==> src/rtl/pwm_jit_pkg.sv <==
`timescale 1ns/1ps
package pwm_jit_pkg;

   typedef enum logic {
      SWEEP_UP = 1'b0,
      SWEEP_DN = 1'b1
   } sweep_dir_e;

   // duty ceiling in clocks for a given period length
   function automatic int calc_ton(input int per, input int pct);
      return (per * pct) / 100;
   endfunction

   // nanoseconds to whole clocks at CLK_HZ
   function automatic int ns_to_clk(input int clk_hz, input int ns);
      return ((clk_hz / 1000) * ns) / 1_000_000;
   endfunction

   function automatic int imax(input int a, input int b);
      return (a > b) ? a : b;
   endfunction

endpackage

==> src/rtl/pwm_jit_sweep.sv <==
`timescale 1ns/1ps
module pwm_jit_sweep
   import pwm_jit_pkg::*;
#(
   parameter int P_NOM    = 769,
   parameter int P_MIN    = 716,
   parameter int P_MAX    = 822,
   parameter int STEP     = 1,
   parameter int DMAX_PCT = 75,
   parameter int W        = 10
) (
   input  logic         clk,
   input  logic         rst_n,
   input  logic         step_i,
   output logic [W-1:0] period_o,
   output logic [W-1:0] ton_max_o
);

   localparam int TON_NOM = calc_ton(P_NOM, DMAX_PCT);

   generate
      if (P_MIN == P_MAX) begin : g_fixed
         // no sweep: constant period and ceiling
         logic unused_step;
         assign unused_step = step_i;
         assign period_o    = W'(P_NOM);
         assign ton_max_o   = W'(TON_NOM);
      end else begin : g_tri
         logic [W-1:0] per_q, per_d;
         logic [W-1:0] ton_q;
         sweep_dir_e   dir_q, dir_d;

         always_comb begin
            per_d = per_q;
            dir_d = dir_q;
            if (dir_q == SWEEP_UP) begin
               if (int'(per_q) + STEP >= P_MAX) begin
                  per_d = W'(P_MAX);
                  dir_d = SWEEP_DN;
               end else begin
                  per_d = per_q + W'(STEP);
               end
            end else begin
               if (int'(per_q) - STEP <= P_MIN) begin
                  per_d = W'(P_MIN);
                  dir_d = SWEEP_UP;
               end else begin
                  per_d = per_q - W'(STEP);
               end
            end
         end

         always_ff @(posedge clk or negedge rst_n) begin
            if (!rst_n) begin
               per_q <= W'(P_NOM);
               ton_q <= W'(TON_NOM);
               dir_q <= SWEEP_UP;
            end else if (step_i) begin
               per_q <= per_d;
               ton_q <= W'(calc_ton(int'(per_d), DMAX_PCT));
               dir_q <= dir_d;
            end
         end

         assign period_o  = per_q;
         assign ton_max_o = ton_q;
      end
   endgenerate

endmodule

==> src/rtl/pwm_period_ctr.sv <==
`timescale 1ns/1ps
module pwm_period_ctr #(
   parameter int P_NOM = 769,
   parameter int W     = 10
) (
   input  logic         clk,
   input  logic         rst_n,
   input  logic         en_i,
   input  logic [W-1:0] period_i,
   output logic [W-1:0] cnt_o,
   output logic         wrap_o,
   output logic         step_o,
   output logic         start_o
);

   logic [W-1:0] cnt_q;
   logic         run_q;
   logic         at_last;

   assign at_last = (cnt_q == period_i - 1'b1);

   always_ff @(posedge clk or negedge rst_n) begin
      if (!rst_n) begin
         cnt_q <= W'(P_NOM - 1);
         run_q <= 1'b0;
      end else begin
         run_q <= en_i;
         if (!en_i) begin
            cnt_q <= period_i - 1'b1;   // parked on the last count
         end else if (at_last) begin
            cnt_q <= '0;
         end else begin
            cnt_q <= cnt_q + 1'b1;
         end
      end
   end

   assign cnt_o   = cnt_q;
   assign wrap_o  = en_i && at_last;
   // only a cycle that actually ran advances the sweep
   assign step_o  = wrap_o && run_q;
   assign start_o = (cnt_q == '0);

endmodule

==> src/rtl/pwm_gate_ctl.sv <==
`timescale 1ns/1ps
module pwm_gate_ctl #(
   parameter int LEB_CYC   = 12,
   parameter int TRIP_FROM = 16,
   parameter int W         = 10
) (
   input  logic         clk,
   input  logic         rst_n,
   input  logic         en_i,
   input  logic         blank_i,
   input  logic         trip_i,
   input  logic         wrap_i,
   input  logic [W-1:0] cnt_i,
   input  logic [W-1:0] ton_max_i,
   output logic         gate_o,
   output logic         leb_o
);

   logic on_q;
   logic ceil_hit;
   logic trip_ok;

   assign ceil_hit = (cnt_i >= ton_max_i - 1'b1);
   assign trip_ok  = trip_i && (int'(cnt_i) >= TRIP_FROM);

   always_ff @(posedge clk or negedge rst_n) begin
      if (!rst_n) begin
         on_q <= 1'b0;
      end else if (!en_i) begin
         on_q <= 1'b0;
      end else if (wrap_i) begin
         on_q <= !blank_i;
      end else if (on_q && (ceil_hit || trip_ok)) begin
         on_q <= 1'b0;
      end
   end

   assign gate_o = on_q;

   generate
      if (LEB_CYC == 0) begin : g_no_leb
         assign leb_o = 1'b0;
      end else begin : g_leb
         assign leb_o = on_q && (int'(cnt_i) < LEB_CYC);
      end
   endgenerate

endmodule

==> src/rtl/jitter_pwm_timer.sv <==
`timescale 1ns/1ps
module jitter_pwm_timer
   import pwm_jit_pkg::*;
#(
   parameter int CLK_HZ   = 50_000_000,
   parameter int FSW_HZ   = 65_000,
   parameter int JIT_PCT  = 7,
   parameter int JIT_STEP = 1,
   parameter int DMAX_PCT = 75,
   parameter int LEB_NS   = 250,
   parameter int MINON_NS = 350
) (
   input  logic clk,
   input  logic rst_n,
   input  logic en_i,
   input  logic blank_i,
   input  logic trip_i,
   output logic gate_o,
   output logic cycle_start_o,
   output logic leb_o
);

   localparam int P_NOM     = CLK_HZ / FSW_HZ;
   localparam int P_DEV     = (P_NOM * JIT_PCT) / 100;
   localparam int P_MIN     = P_NOM - P_DEV;
   localparam int P_MAX     = P_NOM + P_DEV;
   localparam int W         = $clog2(P_MAX + 1);
   localparam int LEB_CYC   = ns_to_clk(CLK_HZ, LEB_NS);
   localparam int MINON_CYC = ns_to_clk(CLK_HZ, MINON_NS);
   localparam int TRIP_FROM = imax(LEB_CYC, MINON_CYC - 1);
   localparam int TON_MIN   = calc_ton(P_MIN, DMAX_PCT);
   localparam int TON_MAX   = calc_ton(P_MAX, DMAX_PCT);

   generate
      if (P_NOM < 4) begin : g_chk_per
         $error("period too short for the clock");
      end
      if (DMAX_PCT < 1 || DMAX_PCT > 99) begin : g_chk_duty
         $error("duty ceiling must be 1..99 percent");
      end
      if (JIT_PCT < 0 || JIT_PCT > 50) begin : g_chk_jit
         $error("jitter depth out of range");
      end
      if (JIT_STEP < 1) begin : g_chk_step
         $error("jitter step must be positive");
      end
      if (TON_MIN <= TRIP_FROM) begin : g_chk_ton
         $error("duty ceiling shorter than blanking plus minimum on-time");
      end
   endgenerate

   logic [W-1:0] period;
   logic [W-1:0] ton_max;
   logic [W-1:0] cnt;
   logic         wrap;
   logic         step;

   pwm_jit_sweep #(
      .P_NOM    (P_NOM),
      .P_MIN    (P_MIN),
      .P_MAX    (P_MAX),
      .STEP     (JIT_STEP),
      .DMAX_PCT (DMAX_PCT),
      .W        (W)
   ) u_sweep (
      .clk       (clk),
      .rst_n     (rst_n),
      .step_i    (step),
      .period_o  (period),
      .ton_max_o (ton_max)
   );

   pwm_period_ctr #(
      .P_NOM (P_NOM),
      .W     (W)
   ) u_ctr (
      .clk      (clk),
      .rst_n    (rst_n),
      .en_i     (en_i),
      .period_i (period),
      .cnt_o    (cnt),
      .wrap_o   (wrap),
      .step_o   (step),
      .start_o  (cycle_start_o)
   );

   pwm_gate_ctl #(
      .LEB_CYC   (LEB_CYC),
      .TRIP_FROM (TRIP_FROM),
      .W         (W)
   ) u_gate (
      .clk       (clk),
      .rst_n     (rst_n),
      .en_i      (en_i),
      .blank_i   (blank_i),
      .trip_i    (trip_i),
      .wrap_i    (wrap),
      .cnt_i     (cnt),
      .ton_max_i (ton_max),
      .gate_o    (gate_o),
      .leb_o     (leb_o)
   );

endmodule

==> config.mk <==
export PLATFORM = sky130hd
export DESIGN_NAME = jitter_pwm_timer
export DESIGN_NICKNAME = d
export VERILOG_FILES = /design/src/rtl/pwm_jit_pkg.sv /design/src/rtl/pwm_jit_sweep.sv /design/src/rtl/pwm_period_ctr.sv /design/src/rtl/pwm_gate_ctl.sv /design/src/rtl/jitter_pwm_timer.sv
export SDC_FILE = /design/constraint.sdc
export NUM_CORES = 1
export LEC_CHECK = 0
export CORE_MARGIN = 5
export CORE_UTILIZATION = 60
export DETAILED_ROUTE_END_ITERATION = 16
export MAX_ROUTING_LAYER = met4
export PLACE_DENSITY = 0.81
export SYNTH_ARGS = -nofsm -noshare
export SYNTH_HDL_FRONTEND = slang
export SYNTH_SLANG_ARGS = --single-unit
==> constraint.sdc <==
create_clock -name clk -period 15.2 [get_ports clk]
set_input_delay 1.52 -clock clk [delete_from_list [all_inputs] [get_ports clk]]
set_output_delay 1.52 -clock clk [all_outputs]
set_load 0.03 [all_outputs]
==> out/qor.txt <==
Die H -> 111 um
RSZ-0062 raised after global routing -> no
Yosys warning total -> 0
Arr. time, crit path -> 13410 ps
CP max stage delay -> 670 ps
Worst setup path class -> register to register
Maxcap violations -> 0
Clk slew on worst S/H paths -> 80 ps
GRT overflow -> 0
Setup bufs post-CTS -> 0
Drc violations -> 0
GRT Util Overall -> 0.251
Clock Sinks -> 33
Placed Area -> 0.00621 mm2
Nets -> 837
First drt pass iteration count -> 6
Total Negative Setup Slacks -> 0 ps
CTS Buffer Depth -> 2
Ys async rst share -> 1.00
WL final -> 15400 um
H-tree Lvls -> 2
DP Wirelength -> 11900 um
CTS tree -> yes
Largest net degree at the start of global routing -> 34
Full die area -> 0.0122 mm2
Post_cts resized -> 0
Io pins -> 8
Final antenna-violating net count -> 0
Rows -> 36
Ant diodes -> 0
Post-Synthesis Cells -> 774
Wirelength per Cell -> 17.2 um
Core area -> 0.00982 mm2
Post-Syn Area per Cell -> 7.85 um2
Final Slew Violations -> 0
DRT iter0 DRCs -> 536
Layout cells sized above 1 -> 0.0865
Slowest cell on crit path -> o31ai_1
Worst Skew -> 5.29 ps
CTS root buffer -> clkbuf_8
CTS Hold Bufs -> 0
Initial antenna violation count -> 0
Vias in the first global route -> 5674
Final instance area -> 0.00630 mm2
Initial Util -> 0.619
Vias post-DR -> 6006
Final Hold Viols -> 0
Critical Path RT -> 15420 ps
Final Cycle Share -> 0.868
Synthesized Nets -> 849
Actual slew at the worst max-slew pin -> 984 ps
Crit-path max FO -> 12
#FFs+latches synth -> 33
CP Launch Type -> register
Area grow syn2layout -> 3.64%
Crit end category -> register
LEAKAGE -> 0.00293 uW
First-pass GRT wire length -> 26200 um
Number of distinct library cells after synthesis -> 95
Max Freq -> 0.0758 GHz
Design Power -> 352 uW
Most used cell, CP -> inv_1
Hold Path Class -> register to register
P per Cell Area -> 55.9 mW/mm2
Routability Congestion -> 0.932
Top FF cell, synth -> dfrtp_1
Sequential area share after synthesis -> 0.137
I/O Buffers -> 7
Die width -> 111 um
Slew HR -> 0.339
Post-synth EDFFs -> 0
CTS buffer count -> 5
Status -> completed
Setup Viol. Count Final -> 0
DR vias/cell -> 6.70
Worst-Skew Late Latency -> 290 ps
Netlist Area Pre-Place -> 0.00608 mm2
Worst IR drop on VDD -> 46.5 uV
Min Tclk post-route -> 13200 ps
layer usage:
| metal | track usage | vias up | wire [um] |
|---|---|---|---|
| met2 | 0.426 | 293 | 7480 |
| met4 | 0.0895 | 0 | 506 |
| li1 | - | 2862 | - |
| met1 | 0.313 | 2795 | 6560 |
| met3 | 0.0235 | 56 | 830 |
| met5 | - | - | 0 |
cells in the mapped netlist, types with 20 or more instances:
cell	instances	area, um2
nand2_1	74	278
ha_1	59	738
nor2_1	56	210
o21ai_0	44	220
a21oi_1	40	200
inv_1	40	150
xnor2_1	35	307
xor2_1	27	236
dfrtp_1	26	651
clkbuf_1	21	78.8
o22ai_1	20	125
worst max-delay path: cells and delay by family, from the launching register on:
kind / cells / cell delay (ps)
compound gates: 18 / 5800
xor+xnor: 2 / 480
fa+ha+maj: 6 / 2360
buf+inv: 4 / 340
flops: 1 / 520
mux: 1 / 520
simple gates: 11 / 3080
worst paths after layout:
path                                      from  cells past startpoint  slack (ps)                    to
max                        u_sweep.period_o[2]                     42        2000  u_sweep.ton_max_o[0]
min                        u_sweep.period_o[9]                      2         560   u_sweep.period_o[9]
max reg2reg                u_sweep.period_o[2]                     42        2000  u_sweep.ton_max_o[0]
min reg2reg                u_sweep.period_o[9]                      2         560   u_sweep.period_o[9]
max in group asynchronous                rst_n                      2       13190  u_sweep.ton_max_o[9]
min in group asynchronous                rst_n                      2        1640   u_sweep.g_tri.dir_q
cells by family after synthesis:
logic type / count (synthesis) / share of synthesized area
AO/OA/AOI/OAI: 246 / 0.295
XOR/XNOR: 66 / 0.100
adder cells (fa/ha/maj): 71 / 0.159
buffers and inverters: 69 / 0.0451
flip-flops: 33 / 0.137
multiplexers: 22 / 0.0395
AND/OR/NAND/NOR: 267 / 0.224
flip-flops by register name (all words and copies together), names as in the netlist:
name                 flops
u_ctr.cnt_o             10
u_sweep.period_o        10
u_sweep.ton_max_o       10
u_ctr.run_q              1
u_gate.gate_o            1
u_sweep.g_tri.dir_q      1
stage by stage:
stage	util	worst slack, ps	hold WS (ps)	cells
finish	0.641	2000	562	896
global placement	0.633	2510	539	888
CTS	0.641	2150	562	896
global route	0.641	1190	589	896
floorplan	-	3780	492	774
detailed placement	0.633	2230	550	888
placed cells by master, fill, tap and decap left out, types with 8 or more instances in the layout:
cell	n
o211ai_1	14
and2_1	8
a31oi_1	11
a21oi_1	40
xnor2_1	35
and3_1	12
ha_1	59
mux2i_1	9
inv_1	40
nor2_1	56
a21o_1	15
nor3_1	19
mux2_2	12
o22ai_1	20
or3_1	16
nand2b_1	11
nand2_1	74
dfrtp_1	26
o21ai_0	44
nand3_1	19
a211oi_1	12
fa_1	11
o31ai_1	8
xor2_1	27
final cells by class:
class,count,area (um2)
repair buffers,10,92.6
clock inverters,3,17.5
well taps,133,166
flip-flops and latches,33,835
multi-input cells,672,4970
inverters,40,150
fillers,881,3520
clock buffers,5,68.8
power by group:
group	switching (uW)	leakage, uW	internal, uW
clock	37.6	0.0000439	31.7
sequential	27.8	0.000411	102
combinational	87.3	0.00248	66.0
Note: power is estimated with default switching activity, not from simulation.
